--- src/rtl/bcdscan_pkg.sv ---
package bcdscan_pkg;
  localparam int BCD_W = 4;
  localparam int SEG_W = 7;
  typedef logic [BCD_W-1:0] bcd_t;
  typedef logic [SEG_W-1:0] seg_t;
endpackage

--- src/rtl/bcd_decade.sv ---
module bcd_decade
  import bcdscan_pkg::*;
(
  input  logic clk,
  input  logic rst,
  input  logic inc_i,
  output bcd_t val_o,
  output logic carry_o
);
  bcd_t val_q;

  always_ff @(posedge clk) begin
    if (rst)
      val_q <= '0;
    else if (inc_i)
      val_q <= (val_q == bcd_t'(9)) ? '0 : val_q + bcd_t'(1);
  end

  assign val_o   = val_q;
  assign carry_o = inc_i && (val_q == bcd_t'(9));

  assert_decade_range_R2: assert property (@(posedge clk) disable iff (rst)
    val_q <= bcd_t'(9));
  assert_decade_step_R2: assert property (@(posedge clk) disable iff (rst)
    (inc_i && val_q != bcd_t'(9)) |=> (val_q == $past(val_q) + bcd_t'(1)));
endmodule

--- src/rtl/digit_scan.sv ---
module digit_scan #(
  parameter int DECADES = 3,
  localparam int IW = (DECADES > 1) ? $clog2(DECADES) : 1
) (
  input  logic               clk,
  input  logic               rst,
  input  logic               tick_i,
  output logic [DECADES-1:0] sel_o,
  output logic [IW-1:0]      idx_o
);
  logic [DECADES-1:0] sel_q;

  always_ff @(posedge clk) begin
    if (rst)
      sel_q <= DECADES'(1);
    else if (tick_i)
      sel_q <= {sel_q[DECADES-2:0], sel_q[DECADES-1]};
  end

  always_comb begin
    idx_o = '0;
    for (int i = 0; i < DECADES; i++)
      if (sel_q[i]) idx_o = IW'(i);
  end

  assign sel_o = sel_q;

  assert_sel_onehot_R5: assert property (@(posedge clk) disable iff (rst)
    $countones(sel_q) == 1);
  assert_sel_hold_R5: assert property (@(posedge clk) disable iff (rst)
    !tick_i |=> $stable(sel_q));
endmodule

--- src/rtl/hold_mux.sv ---
module hold_mux
  import bcdscan_pkg::*;
#(
  parameter int DECADES = 3,
  localparam int IW = (DECADES > 1) ? $clog2(DECADES) : 1,
  localparam int VW = DECADES * BCD_W
) (
  input  logic          clk,
  input  logic          rst,
  input  logic          load_i,
  input  logic [VW-1:0] cnt_i,
  input  logic [IW-1:0] idx_i,
  output bcd_t          digit_o
);
  logic [VW-1:0] hold_q;

  always_ff @(posedge clk) begin
    if (rst)
      hold_q <= '0;
    else if (load_i)
      hold_q <= cnt_i;
  end

  always_comb begin
    digit_o = '0;
    for (int i = 0; i < DECADES; i++)
      if (idx_i == IW'(i)) digit_o = hold_q[i*BCD_W +: BCD_W];
  end

  assert_hold_frozen_R4: assert property (@(posedge clk) disable iff (rst)
    !load_i |=> $stable(hold_q));
  assert_hold_copy_R4: assert property (@(posedge clk) disable iff (rst)
    load_i |=> (hold_q == $past(cnt_i)));
endmodule

--- src/rtl/seg7_decode.sv ---
module seg7_decode
  import bcdscan_pkg::*;
(
  input  bcd_t digit_i,
  output seg_t seg_o
);
  always_comb begin
    unique case (digit_i)
      4'd0: seg_o = 7'h3F;
      4'd1: seg_o = 7'h06;
      4'd2: seg_o = 7'h5B;
      4'd3: seg_o = 7'h4F;
      4'd4: seg_o = 7'h66;
      4'd5: seg_o = 7'h6D;
      4'd6: seg_o = 7'h7D;
      4'd7: seg_o = 7'h07;
      4'd8: seg_o = 7'h7F;
      4'd9: seg_o = 7'h6F;
      default: seg_o = 7'h00;
    endcase
  end
endmodule

--- src/rtl/bcd3_scan_counter.sv ---
module bcd3_scan_counter
  import bcdscan_pkg::*;
#(
  parameter int DECADES = 3,
  localparam int IW = (DECADES > 1) ? $clog2(DECADES) : 1,
  localparam int VW = DECADES * BCD_W
) (
  input  logic               clk,
  input  logic               rst,
  input  logic               cnt_pulse,
  input  logic               hold_load,
  input  logic               scan_tick,
  output logic [DECADES-1:0] digit_sel,
  output logic [3:0]         bcd_digit,
  output logic [6:0]         seg,
  output logic               ovf
);
  logic [DECADES:0] inc_chain;
  logic [VW-1:0]    count_vec;
  logic [IW-1:0]    sel_idx;
  bcd_t             cur_digit;
  logic             ovf_q;

  assign inc_chain[0] = cnt_pulse;

  for (genvar g = 0; g < DECADES; g++) begin : g_decade
    bcd_t dval;
    bcd_decade u_dec (
      .clk    (clk),
      .rst    (rst),
      .inc_i  (inc_chain[g]),
      .val_o  (dval),
      .carry_o(inc_chain[g+1])
    );
    assign count_vec[g*BCD_W +: BCD_W] = dval;
  end

  always_ff @(posedge clk) begin
    if (rst) ovf_q <= 1'b0;
    else     ovf_q <= inc_chain[DECADES];
  end

  digit_scan #(.DECADES(DECADES)) u_scan (
    .clk   (clk),
    .rst   (rst),
    .tick_i(scan_tick),
    .sel_o (digit_sel),
    .idx_o (sel_idx)
  );

  hold_mux #(.DECADES(DECADES)) u_hold (
    .clk    (clk),
    .rst    (rst),
    .load_i (hold_load),
    .cnt_i  (count_vec),
    .idx_i  (sel_idx),
    .digit_o(cur_digit)
  );

  seg7_decode u_seg (
    .digit_i(cur_digit),
    .seg_o  (seg)
  );

  assign bcd_digit = cur_digit;
  assign ovf       = ovf_q;

  assert_ovf_single_R3: assert property (@(posedge clk) disable iff (rst)
    ovf |=> !ovf);
  assert_ovf_cause_R3: assert property (@(posedge clk) disable iff (rst)
    ovf |-> $past(cnt_pulse));
  assert_ovf_wraps_R2: assert property (@(posedge clk) disable iff (rst)
    ovf |-> (count_vec == '0));
  assert_digit_bcd_R6: assert property (@(posedge clk) disable iff (rst)
    bcd_digit <= 4'd9);
endmodule

--- config.mk ---
export PLATFORM = sky130hd
export DESIGN_NAME = bcd3_scan_counter
export DESIGN_NICKNAME = d
export VERILOG_FILES = /design/src/rtl/bcdscan_pkg.sv /design/src/rtl/bcd_decade.sv /design/src/rtl/digit_scan.sv /design/src/rtl/hold_mux.sv /design/src/rtl/seg7_decode.sv /design/src/rtl/bcd3_scan_counter.sv
export SDC_FILE = /design/constraint.sdc
export NUM_CORES = 1
export LEC_CHECK = 0
export CAP_MARGIN = 20
export CORE_AREA = 4 4 62 64
export CTS_BUF_LIST = sky130_fd_sc_hd__clkbuf_4 sky130_fd_sc_hd__clkbuf_8
export CTS_CLUSTER_DIAMETER = 150
export CTS_CLUSTER_SIZE = 12
export DETAILED_ROUTE_END_ITERATION = 8
export DIE_AREA = 0 0 66 68
export GPL_ROUTABILITY_DRIVEN = 0
export PLACE_DENSITY = 0.67
export SYNTH_ARGS = -nofsm -noshare
export SYNTH_HDL_FRONTEND = slang
export SYNTH_SLANG_ARGS = --single-unit
--- constraint.sdc ---
create_clock -name clk -period 2.1 [get_ports clk]
set_input_delay 0.315 -clock clk [delete_from_list [all_inputs] [get_ports clk]]
set_output_delay 0.315 -clock clk [all_outputs]
set_load 0.02 [all_outputs]
After elaboration in Yosys (flattened, before gate mapping) --
Memory sizes are Yosys's and may differ from the RTL's. Cells that the tools add are included.
Operators by class: add/sub/neg operators 3, equality and inequality tests 5, muxes and demuxes 8, reductions and logical operators 4
Operators by type and width (number):
- 4-bit 2-to-1 mux | 6
- 4-bit by 1-bit adder with 4-bit output, second input constant | 3
- 4-bit == test, second input constant | 3
- 1-bit logical AND | 3
- 2-bit by 1-bit == test with 1-bit output, second input constant | 1
- 2-bit == test, second input constant | 1
- 2-bit zero test | 1
- 2-bit 2-to-1 mux | 1
- 1-bit 2-to-1 mux | 1
Storage, ports and cells: register bits after elaboration 28, ROM bits 112, input port bits 5, output and inout port bits 15, logic and storage cells 27, memories 1
Memory list:
- (name not given) | words 16, bits a word 7, rd ports 1, clocked after memory_dff 0, write ports 0, line seg7_decode.sv:8 | unique case (digit_i)

Depth between registers and ports, before layout --
Gate-level depths: netlist of run 1. An unclocked memory read counts as a cell.
depth in word-level cells 7, depth in mapped cells 7, depth with buffers taken out 6

By module --
A second synthesis of run 1 with hierarchy kept.
Unflattened totals: cells, all modules 144, area total of the unflattened synthesis 1425.1 um^2
By module, submodules not included:
- bcd_decade | instances 3, cells each 19, area each 188.9 um^2, seq. area each 80.1 um^2
- hold_mux | instances 1, cells each 48, area each 506.7 um^2, seq. area each 240.2 um^2
- seg7_decode | instances 1, cells each 26, area each 201.4 um^2, seq. area each 0.0 um^2
- digit_scan | instances 1, cells each 11, area each 116.4 um^2, seq. area each 60.1 um^2
- bcd3_scan_counter | instances 1, cells each 2, area each 33.8 um^2, seq. area each 20.0 um^2

Least setup slack after synthesis of run 1 --
Ideal clock, no wire load.
path type reg2out, from reg u_scan.sel_q[1] (netlist: u_scan.sel_o[1]), to out seg[6], arrival time 1.929 ns, data required time 1.785 ns, slack -0.144 ns, stages on the path, launching flop included 8, path buffers 1, cells stage by stage dfxtp_1 > buf_6 > mux2i_1 > o21a_1 > inv_1 > ha_1 > o21a_1 > a21oi_1
On the way: word-level cells in the longest chain between the ends 7, elaborated cells on any way between the ends 9, classes of those cells eq/ne: 2; mux: 5; reduce/logical: 1; memory: 1
Ends and longest elaborated chain:
- start, declared | line digit_scan.sv:11 | logic [DECADES-1:0] sel_q;
- start signal, assigned | line digit_scan.sv:17 | sel_q <= {sel_q[DECADES-2:0], sel_q[DECADES-1]};
- 1-bit 2-to-1 mux (*) | line digit_scan.sv:23 | if (sel_q[i]) idx_o = IW'(i);
- 2-bit 2-to-1 mux (*) | line digit_scan.sv:23
- 2-bit zero test | line hold_mux.sv:27 | if (idx_i == IW'(i)) digit_o = hold_q[i*BCD_W +: BCD_W];
- 4-bit 2-to-1 mux (2 in series) | line hold_mux.sv:27
- 4-bit 2-to-1 mux (*) | line hold_mux.sv:27
- via bcd_digit[1] | line bcd3_scan_counter.sv:14 | output logic [3:0] bcd_digit,
- memory read 16 x 7 bit (*)
- end, declared | line bcd3_scan_counter.sv:15 | output logic [6:0] seg,
Mark *: on every way through the listed nets, which the timed path passes. The rest lies on a longest branch.

Final worst setup path of run 1 --
from reg u_scan.sel_q[1] (netlist: u_scan.sel_o[1]), to out seg[5]
On the way: word-level cells in the longest chain between the ends 7, elaborated cells on any way between the ends 9, classes of those cells eq/ne: 2; mux: 5; reduce/logical: 1; memory: 1
Ends and longest elaborated chain (line):
- 1-bit 2-to-1 mux (*) | digit_scan.sv:23
- 2-bit 2-to-1 mux (*) | digit_scan.sv:23
- 2-bit zero test | hold_mux.sv:27
- 4-bit 2-to-1 mux (2 in series) | hold_mux.sv:27
- 4-bit 2-to-1 mux (*) | hold_mux.sv:27
- memory read 16 x 7 bit (*)
Mark *: on every way between the ends. The rest lies on a longest branch, timed or not.

==> impl_metrics.yaml, run 1 <==
status:
  outcome: "finished, violations left"
  violations: "setup timing"
synth:
  synth_top_area_cell: "dfxtp_1"
  synth-xor-area-share_pct: 3.61
  synth-compound-area-share_pct: 9.53
  synth_edf_count: 0
  yosys_warnings: 0
  syn-num-nets: 165
  synthArstFlopShare_pct: 0
  avgSynthCellArea_sq_um: 9.47
  synth.distinct_cells: 39
  synthAdderAreaFrac_pct: 5.15
  syn_area_sq_um: 1460
  yosys.area_share.simple_pct: 20.8
  synth_top_family_by_area: "simple AND/OR/NAND/NOR gates"
  synthMuxAreaShare_pct: 17.9
  ys_seq_area_share_pct: 38.5
  synth_top_area_share_pct: 38.5
  yosys-top-cells-area: "dfxtp_1 38%, mux2i_1 13%, nor2_1 5.4%, ha_1 5.2%, mux2i_4 3.1%"
  syn_inst: 154
  synth-seq-cells: 28
  ys.flop_type: "dfxtp_1"
power:
  seq_power_share_pct: 53.2
  clkPwrFrac_pct: 33.6
  power.density_nw_per_um2: 514
  p_int_mw: 0.806
  switchingPower_mw: 0.238
  vdd_ir_drop_max_mv: 0.347
  p_comb_share_pct: 13.3
  p_leak_nw: 0.855
  p_sw_share_pct: 22.8
placed_design:
  port-buffer-count: 19
  dp_hpwl_mm: 2.35
  dp.cells: 228
  place_ws_ns: -0.339
  dpl_cell_area_sq_um: 1790
cts:
  cts_num_sinks: 28
  clock_latency_ns: 0.33
  cts-root-buf: "clkbuf_4"
  clock_path_buffers: 2
  hold_buffers: 0
  clkSlewWorstSetupHoldPaths_ns: 0.16
  cts_tree: "yes"
  htreeDepth: 1
  cts_buffers: 3
worst_setup_path:
  arrival_ns: 1.95
  end_kind: "primary output"
  worstSetupStartpointType: "register"
  worstSetupPathType: "register to primary output"
  crit_buf_inv: 2
  crit_slowest_cell: "dfxtp_4"
  slowest_delay_ns: 0.42
  worst_ep_required_time_ns: 1.78
  cp_cell_sequence: "mux2_4 > mux2i_4 > buf_12 > mux2i_1 > a21o_1 > buf_6"
  cp_max_fo: 5
  critPathTopFamily: "multiplexers"
worst_hold_path:
  hold_path_class: "register to register"
sta:
  rsz0062_at_grt: "true"
  worst_pin_slew_ns: 0.530
  finalSetupViolations: 8
  max_slew_margin_pct: 64.6
  setup_slack_ns: -0.161
  drv_slew: 0
  fin_crit_ns: 2.26
  max_freq_mhz: 442
  period_share_pct: 108
  hold_viol_final: 0
  clock_skew_ns: 0.0161
final_layout:
  nFillCells: 257
  antenna-diode-count: 0
  final_common_cell: "dfxtp_1"
  drive_above_1_share_pct: 33.7
  area_growth_pct: 39.4
  finalNonFillerCells: 242
  design_area_sq_um: 2030
  fin_nets: 208
  final_core_utilization_pct: 61.9
  layout.cells.most_common_list: "26 x dfxtp_1, 21 x nor2_1, 21 x buf_4"
drt:
  wl_per_cell_um: 13.9
  first_pass_iters: 4
  drtAntennaViolNets: 0
  drc: 0
  vias_per_cell: 4.90
  drtIter0Drc: 27
  num_vias: 1186
  finalWirelength_mm: 3.36
floorplan:
  die_w_um: 66
  rows: 21
  die_area_sq_um: 4490
  core_sq_um: 3280
  pin_count: 20
  fp.dieH_um: 68
  start_util_pct: 44.4
grt:
  track_usage_pct: 15.6
  gr-total-overflow: 0
  grt_pass1_wl_mm: 5.49
  grt_pass1_vias: 1241
  grt_max_degree: 17
  antenna_found_initial: 0
job:
  max-cap-violations: 0
## synthesized netlist by cell type, types with 3 or more instances
master,n
dfxtp_1,28
nor2_1,21
mux2i_1,19
nand2_1,10
a21oi_1,8
inv_1,7
nor2b_1,7
ha_1,6
xor2_1,4
a21o_1,3
clkbuf_1,3
o21a_1,3
o21ai_0,3
## layout make-up
cell class                      instances  area, sq um  area share (%)
Clock buffer                            3         22.5            1.11
Clock inverter                          1         30.0            1.48
Inverter                                7         26.3            1.29
Multi-Input combinational cell        112          925            45.5
Sequential cell                        28          566            27.8
Tap cell                               46         57.6            2.83
Timing Repair Buffer                   45          405            20.0
## sequential cells by signal, indices dropped and copies added, names as in the netlist
name / count
u_scan.sel_o: 3
u_hold.hold_q: 12
g_decade.u_dec.val_o: 12
ovf: 1
## worst paths after layout
path	depth (start not counted)	start	slack, ns	endpoint
setup / recovery	6	u_scan.sel_o[1]	-0.16	seg[5]
hold / removal	2	u_hold.hold_q[5]	0.51	u_hold.hold_q[5]
setup reg to reg	4	g_decade[0].u_dec.val_o[0]	0.62	g_decade[2].u_dec.val_o[1]
hold reg to reg	2	u_hold.hold_q[5]	0.51	u_hold.hold_q[5]
## per-layer routing
metal	up-vias	GRT usage [%]	part of all wire, %	wire, um
li1	621	-	-	-
met1	550	18.2	43	1440
met2	11	29.3	53	1780
met3	4	2.96	2.2	74
met4	0	4.06	1.8	59
met5	-	0	0	0
## metrics by stage
stage,TNS [ns],hold WS (ns),power [mW]
2_1_floorplan,-0.0393,0.433,0.635
3_3_place_gp,-1.35,0.490,0.683
3_5_place_dp,-2.08,0.484,0.687
4_1_cts,-0.654,0.520,1.04
5_1_grt,-1.97,0.557,1.09
6_report,-1.05,0.513,1.04
## power by group through the flow
stage	sequential, mW	clock [mW]	combinational, mW
4_1_cts	0.555	0.360	0.127
2_1_floorplan	0.565	0	0.0700
6_report	0.555	0.351	0.139
3_3_place_gp	0.565	0	0.117
3_5_place_dp	0.567	0	0.120
5_1_grt	0.558	0.385	0.148
## worst min-delay path: stages, from the launching register on
cell and delay (ns):
dfxtp_1 0.35, mux2i_1 0.06, nor2_1 0.07
## logic make-up (layout without fill, tap and decap cells)
| kind of cell | count (synthesis) | in the layout |
|---|---|---|
| fa+ha+maj | 6 | 6 |
| buf+inv | 14 | 56 |
| mux | 23 | 23 |
| compound gates | 22 | 22 |
| flops | 28 | 28 |
| simple gates | 55 | 55 |
| xor+xnor | 6 | 6 |
## what timing repair did
action,4_1_cts,5_1_grt
endpoints found under the hold margin,0,0
resized for setup,66,17
endpoints found under the setup margin,11,11
pin swaps,4,6
buffers inserted,8,2
Power figures use the tool's default switching activity.
==> inputs of run 2 (changes only) <==
Settings changed: GPL_TIMING_DRIVEN set to 0, HOLD_SLACK_MARGIN set to 0.05, TNS_END_PERCENT set to 20.
==> run 2 against run 1 <==
  * Power rose by 0.36%
  * Largest power group unchanged
  * The run still ends with setup timing left
  * Worst hold slack better by 0.011 ns
  * Final cell count shrank 1.7%
  * Register-to-register slack barely moved
==> impl_metrics.yaml, run 2 (synthesized netlist as in run 1, its figures left out) <==
sta:
  finalSetupViolations: 8
  holdWs_ns: 0.523
  period_share_pct: 110
  drv_slew: 0
  clock_skew_ns: 0.00211
  max_freq_mhz: 432
  rsz0062_at_grt: "true"
  fin_crit_ns: 2.31
  setup_slack_ns: -0.214
  hold_viol_final: 0
  worst_pin_slew_ns: 0.473
  max_slew_margin_pct: 68.5
placed_design:
  dp_hpwl_mm: 2.17
  port-buffer-count: 19
  place_ws_ns: -0.478
drt:
  first_pass_iters: 5
  drc: 0
  vias_per_cell: 5.09
  drtIter0Drc: 43
  wl_per_cell_um: 13.4
  drtAntennaViolNets: 0
  num_vias: 1212
  finalWirelength_mm: 3.19
worst_setup_path:
  arrival_ns: 2.00
  worst_ep_required_time_ns: 1.78
  cp_max_fo: 5
  crit_slowest_cell: "dfxtp_2"
  worstSetupPathType: "register to primary output"
  slowest_delay_ns: 0.36
  cp_common_cell: "buf_6"
  cp_cell_sequence: "buf_6 > mux2_4 > mux2i_4 > buf_12 > mux2i_1 > a21o_1 > buf_6"
  worstSetupStartpointType: "register"
  end_kind: "primary output"
floorplan:
  pin_count: 20
  die_area_sq_um: 4490
  die_w_um: 66
  rows: 21
  core_sq_um: 3280
  start_util_pct: 44.4
  fp.dieH_um: 68
grt:
  grt_pass1_vias: 1212
  grt_pass1_wl_mm: 5.49
  gr-total-overflow: 0
  track_usage_pct: 15.8
  grt_max_degree: 17
  antenna_found_initial: 0
power:
  vdd_ir_drop_max_mv: 0.378
  p_leak_nw: 0.815
  power.density_nw_per_um2: 539
cts:
  cts_num_sinks: 28
  cts_tree: "yes"
  clock_latency_ns: 0.33
  clock_path_buffers: 2
  cts_buffers: 3
  hold_buffers: 0
  clkSlewWorstSetupHoldPaths_ns: 0.15
  htreeDepth: 1
  cts-root-buf: "clkbuf_4"
final_layout:
  drive_above_1_share_pct: 27.6
  final_common_cell: "dfxtp_1"
  layout.cells.most_common_list: "27 x dfxtp_1, 21 x nor2_1, 18 x mux2i_1"
  area_growth_pct: 33.4
  antenna-diode-count: 0
  fin_nets: 204
  final_core_utilization_pct: 59.2
worst_hold_path:
  hold_path_class: "register to register"
status:
  violations: "setup timing"
  outcome: "finished, violations left"
job:
  max-cap-violations: 0
[run 2: final cells by class]
type	count	area (sq um)
Clock buffer	3	22.5
Multi-Input combinational cell	112	883
Clock inverter	1	30.0
Tap cell	46	57.6
Sequential cell	28	562
Buffer	7	42.5
Timing Repair Buffer	34	315
Inverter	7	31.3
Fill cell	289	1340
[run 2: what timing repair did]
| item | 4_1_cts | 5_1_grt |
|---|---|---|
| setup endpoints to repair | 11 | 10 |
| gates resized for setup | 61 | 12 |
| pin swaps | 6 | 6 |
| buffers inserted | 9 | 6 |
[run 2: power by group]
group | internal (mW) | total [mW] | switching (mW)
logic | 0.0695 | 0.139 | 0.0697
clock network | 0.193 | 0.358 | 0.165
registers | 0.541 | 0.551 | 0.00986
total | 0.804 | 1.05 | 0.244
[run 2: final timing paths]
kind                                   start                          to  slack [ns]  depth (start not counted)
setup / recovery             u_scan.sel_o[1]                      seg[5]       -0.21                          7
hold / removal              u_hold.hold_q[3]            u_hold.hold_q[3]        0.52                          2
setup reg to reg  g_decade[0].u_dec.val_o[2]  g_decade[2].u_dec.val_o[1]        0.62                          5
hold reg to reg             u_hold.hold_q[3]            u_hold.hold_q[3]        0.52                          2
[run 2: layer usage]
layer | part of all wire [%] | global-route usage, % | vias to the layer above
met1 | 43 | 18.6 | 586
met3 | 2.3 | 3.12 | 6
li1 | - | - | 605
met5 | 0 | 0 | -
met2 | 53 | 29.0 | 15
met4 | 1.7 | 4.57 | 0
[run 2: worst max-delay path: cells and delay by family, from the launching register on]
family,cells,cell delay (ns)
flip-flops,1,0.36
multiplexers,3,0.75
AO/OA/AOI/OAI,1,0.17
buffers and inverters,3,0.39
[run 2: stage by stage]
| stage | TNS [ns] | instance area, sq um | power, mW | std cells |
|---|---|---|---|---|
| after CTS | -0.867 | 1880 | 1.05 | 232 |
| final | -1.20 | 1940 | 1.05 | 238 |
| after global routing | -2.00 | 1940 | 1.09 | 238 |
| after floorplan | -0.0393 | 1460 | 0.635 | 154 |
| after global placement | -1.91 | 1710 | 0.677 | 219 |
| after detailed placement | -2.26 | 1710 | 0.681 | 219 |
==> inputs of run 3 (changes only) <==
Settings changed: ABC_AREA set to 1, CTS_BUF_LIST sky130_fd_sc_hd__clkbuf_4 sky130_fd_sc_hd__clkbuf_8 to not set, PLACE_DENSITY 0.67 to 0.68, SLEW_MARGIN set to 20.
==> run 3 against run 2 <==
  * The run now ends clean
  * Largest power group unchanged
  * Highest routed layer unchanged
  * First-iteration DRC count fell by 19%
  * Sequential share of layout area rose by 2.0 points
  * Non-clock buffer count fell by 13
  * Combinational power rose by 96%
  * Die area did not move
  * Fmax rose by 14%
  * Sequential cell count did not move
  * Clock power fell by 42%
  * Design area fell by 5.5%
  * Core utilization fell by 3.3 points
  * Synthesized area rose by 2.0%
==> impl_metrics.yaml, run 3 <==
sta:
  max_freq_mhz: 490
  worst_pin_slew_ns: 0.411
  max_slew_margin_pct: 72.6
  period_share_pct: 97.1
  clock_skew_ns: 0.00337
  fin_crit_ns: 2.04
  rsz0062_at_grt: "true"
  drv_slew: 0
  finalSetupViolations: 0
  setup_slack_ns: 0.0612
  hold_viol_final: 0
  tns_ns: 0
synth:
  synthMuxAreaShare_pct: 0
  synth_top_family_by_area: "simple AND/OR/NAND/NOR gates"
  yosys.area_share.simple_pct: 34.4
  yosys_warnings: 0
  synthAdderAreaFrac_pct: 5.05
  yosysMostFrequentCell: "nand2_1"
  syn_inst: 210
  avgSynthCellArea_sq_um: 7.08
  synth.distinct_cells: 24
  syn-num-nets: 221
  synth_edf_count: 0
  synth-xor-area-share_pct: 0.589
  ys.flop_type: "dfxtp_1"
  synth_top_area_cell: "dfxtp_1"
  ys_seq_area_share_pct: 37.7
  synth_top_area_share_pct: 37.7
  yosys-top-cells-area: "dfxtp_1 38%, nand2_1 13%, a21oi_1 6.4%, o21ai_0 6.4%, inv_1 5.3%"
  synthArstFlopShare_pct: 0
  yosys-top-cells-count: "52 x nand2_1, 28 x dfxtp_1, 21 x inv_1"
  synth-seq-cells: 28
  synth-compound-area-share_pct: 14.3
  syn_area_sq_um: 1490
final_layout:
  design_area_sq_um: 1840
  drive_above_1_share_pct: 20.7
  area_growth_pct: 23.6
  layout.cells.most_common_list: "50 x nand2_1, 26 x dfxtp_1, 19 x inv_1, 19 x o21ai_0, 19 x a21oi_1"
  finalNonFillerCells: 283
  final_common_cell: "nand2_1"
  antenna-diode-count: 0
  fin_nets: 250
worst_setup_path:
  r2r_end: "g_decade[2].u_dec.val_o[0]"
  cp_cell_sequence: "inv_4 > nand3_2 > nand2_2 > nor2_4 > ha_1 > inv_1 > nand4_1 > nand2_1 > nand2_1 > nand2_1 > buf_4"
  arrival_ns: 1.72
  worstSetupPathType: "register to primary output"
  end_kind: "primary output"
  cp_common_cell: "nand2_1"
  crit_slowest_cell: "dfxtp_4"
  rr_startpoint: "g_decade[0].u_dec.val_o[1]"
  r2r_cells: 6
  cp_max_fo: 6
  worst_ep_required_time_ns: 1.78
  worstSetupStartpointType: "register"
  slowest_delay_ns: 0.42
  r2r_slack_ns: 0.86
status:
  outcome: "finished, final reports clean"
power:
  p_leak_nw: 0.796
  p_comb_share_pct: 26.1
  p_sw_share_pct: 30.5
  vdd_ir_drop_max_mv: 0.553
  seq_power_share_pct: 54.1
  p_int_mw: 0.729
  switchingPower_mw: 0.320
  clkPwrFrac_pct: 19.8
  power.density_nw_per_um2: 571
  design_power_total_mw: 1.05
drt:
  wl_per_cell_um: 11.1
  drc: 0
  vias_per_cell: 4.91
  first_pass_iters: 4
  num_vias: 1390
  finalWirelength_mm: 3.13
  drtIter0Drc: 35
  drtAntennaViolNets: 0
floorplan:
  rows: 21
  pin_count: 20
  fp.dieH_um: 68
  die_area_sq_um: 4490
  start_util_pct: 45.3
  die_w_um: 66
  core_sq_um: 3280
worst_hold_path:
  hold_path_class: "register to register"
  whs_path_depth: 2
  hold_path_end: "u_hold.hold_q[0]"
  holdCritStartpoint: "g_decade[0].u_dec.val_o[0]"
grt:
  grt_pass1_vias: 1237
  track_usage_pct: 14.5
  grt_pass1_wl_mm: 5.09
  grt_max_degree: 15
  met3_usage_pct: 3.61
  antenna_found_initial: 0
  gr-total-overflow: 0
  grt_use_met2_pct: 26.9
  grt_busiest_layer: "met2"
  grt_util_met1_pct: 16.5
cts:
  clock_latency_ns: 0.32
  htreeDepth: 1
  hold_buffers: 0
  clock_path_buffers: 2
  clkSlewWorstSetupHoldPaths_ns: 0.13
  cts-root-buf: "clkbuf_4"
  cts_buffers: 3
  cts_tree: "yes"
  cts_num_sinks: 28
placed_design:
  dpl_cell_area_sq_um: 1730
  place_ws_ns: -0.325
  dp.cells: 275
  dp_hpwl_mm: 2.34
  port-buffer-count: 19
job:
  max-cap-violations: 0
[run 3: cell count changes after synthesis, moves of 11 or more]
cell	delta
a21oi_1	+11
inv_1	+14
mux2i_1	-19
nand2_1	+42
nand3_1	+13
o21ai_0	+16
[run 3: repair_timing]
action,CTS,global route
gates resized for setup,32,20
endpoints found under the setup margin,11,9
pin swaps,1,5
setup buffers,4,1
[run 3: worst max-delay path, delay by kind of cell (launching register included)]
kind | cells | cell delay (ns)
adder cells (fa/ha/maj) | 1 | 0.17
AND/OR/NAND/NOR | 7 | 0.55
buffers and inverters | 3 | 0.26
flip-flops | 1 | 0.42
[run 3: metrics by stage]
stage                     hold WS [ns]  util [%]
final                            0.484      55.9
after global routing             0.522      55.9
after CTS                        0.500      54.6
after detailed placement         0.476      52.8
after global placement           0.469      52.8
after floorplan                  0.384         -
[run 3: kinds of logic (layout without fill, tap and decap cells)]
kind of cell             after synthesis  in the layout
AO/OA/AOI/OAI                         42             42
XOR/XNOR                               1              1
adder cells (fa/ha/maj)                6              6
buffers and inverters                 31             58
flip-flops                            28             28
AND/OR/NAND/NOR                      102            102
[run 3: area by class of cell]
type | count | area (sq um)
repair buffers | 24 | 208
well taps | 46 | 57.6
plain buffers | 4 | 16.3
flip-flops and latches | 28 | 568
multi-input cells | 151 | 858
inverters | 27 | 106
fillers | 330 | 1450
clock buffers | 3 | 22.5
[run 3: worst max-delay path by stage]
stage	from	to	slack, ns
after floorplan	u_scan.sel_o[2]	seg[3]	0.04
after global placement	u_scan.sel_o[2]	seg[1]	-0.29
after detailed placement	u_scan.sel_o[2]	seg[1]	-0.33
after CTS	u_scan.sel_o[2]	seg[6]	-0.05
after global routing	u_scan.sel_o[2]	seg[3]	-0.10
final	u_scan.sel_o[2]	seg[0]	0.06
[run 3: layer usage]
| layer | wire length, um | vias to the layer above | share of wire (%) |
|---|---|---|---|
| li1 | - | 735 | - |
| met3 | 123 | 4 | 3.9 |
| met2 | 1570 | 26 | 50 |
| met4 | 29 | 0 | 0.93 |
| met1 | 1400 | 625 | 45 |
| met5 | 0 | - | 0 |
[run 3: power groups by stage]
stage | sequential (mW) | combinational (mW) | clock, mW
6_report | 0.568 | 0.273 | 0.208
5_1_grt | 0.570 | 0.302 | 0.241
4_1_cts | 0.567 | 0.262 | 0.221
3_5_place_dp | 0.580 | 0.263 | 0
3_3_place_gp | 0.580 | 0.259 | 0
2_1_floorplan | 0.581 | 0.157 | 0
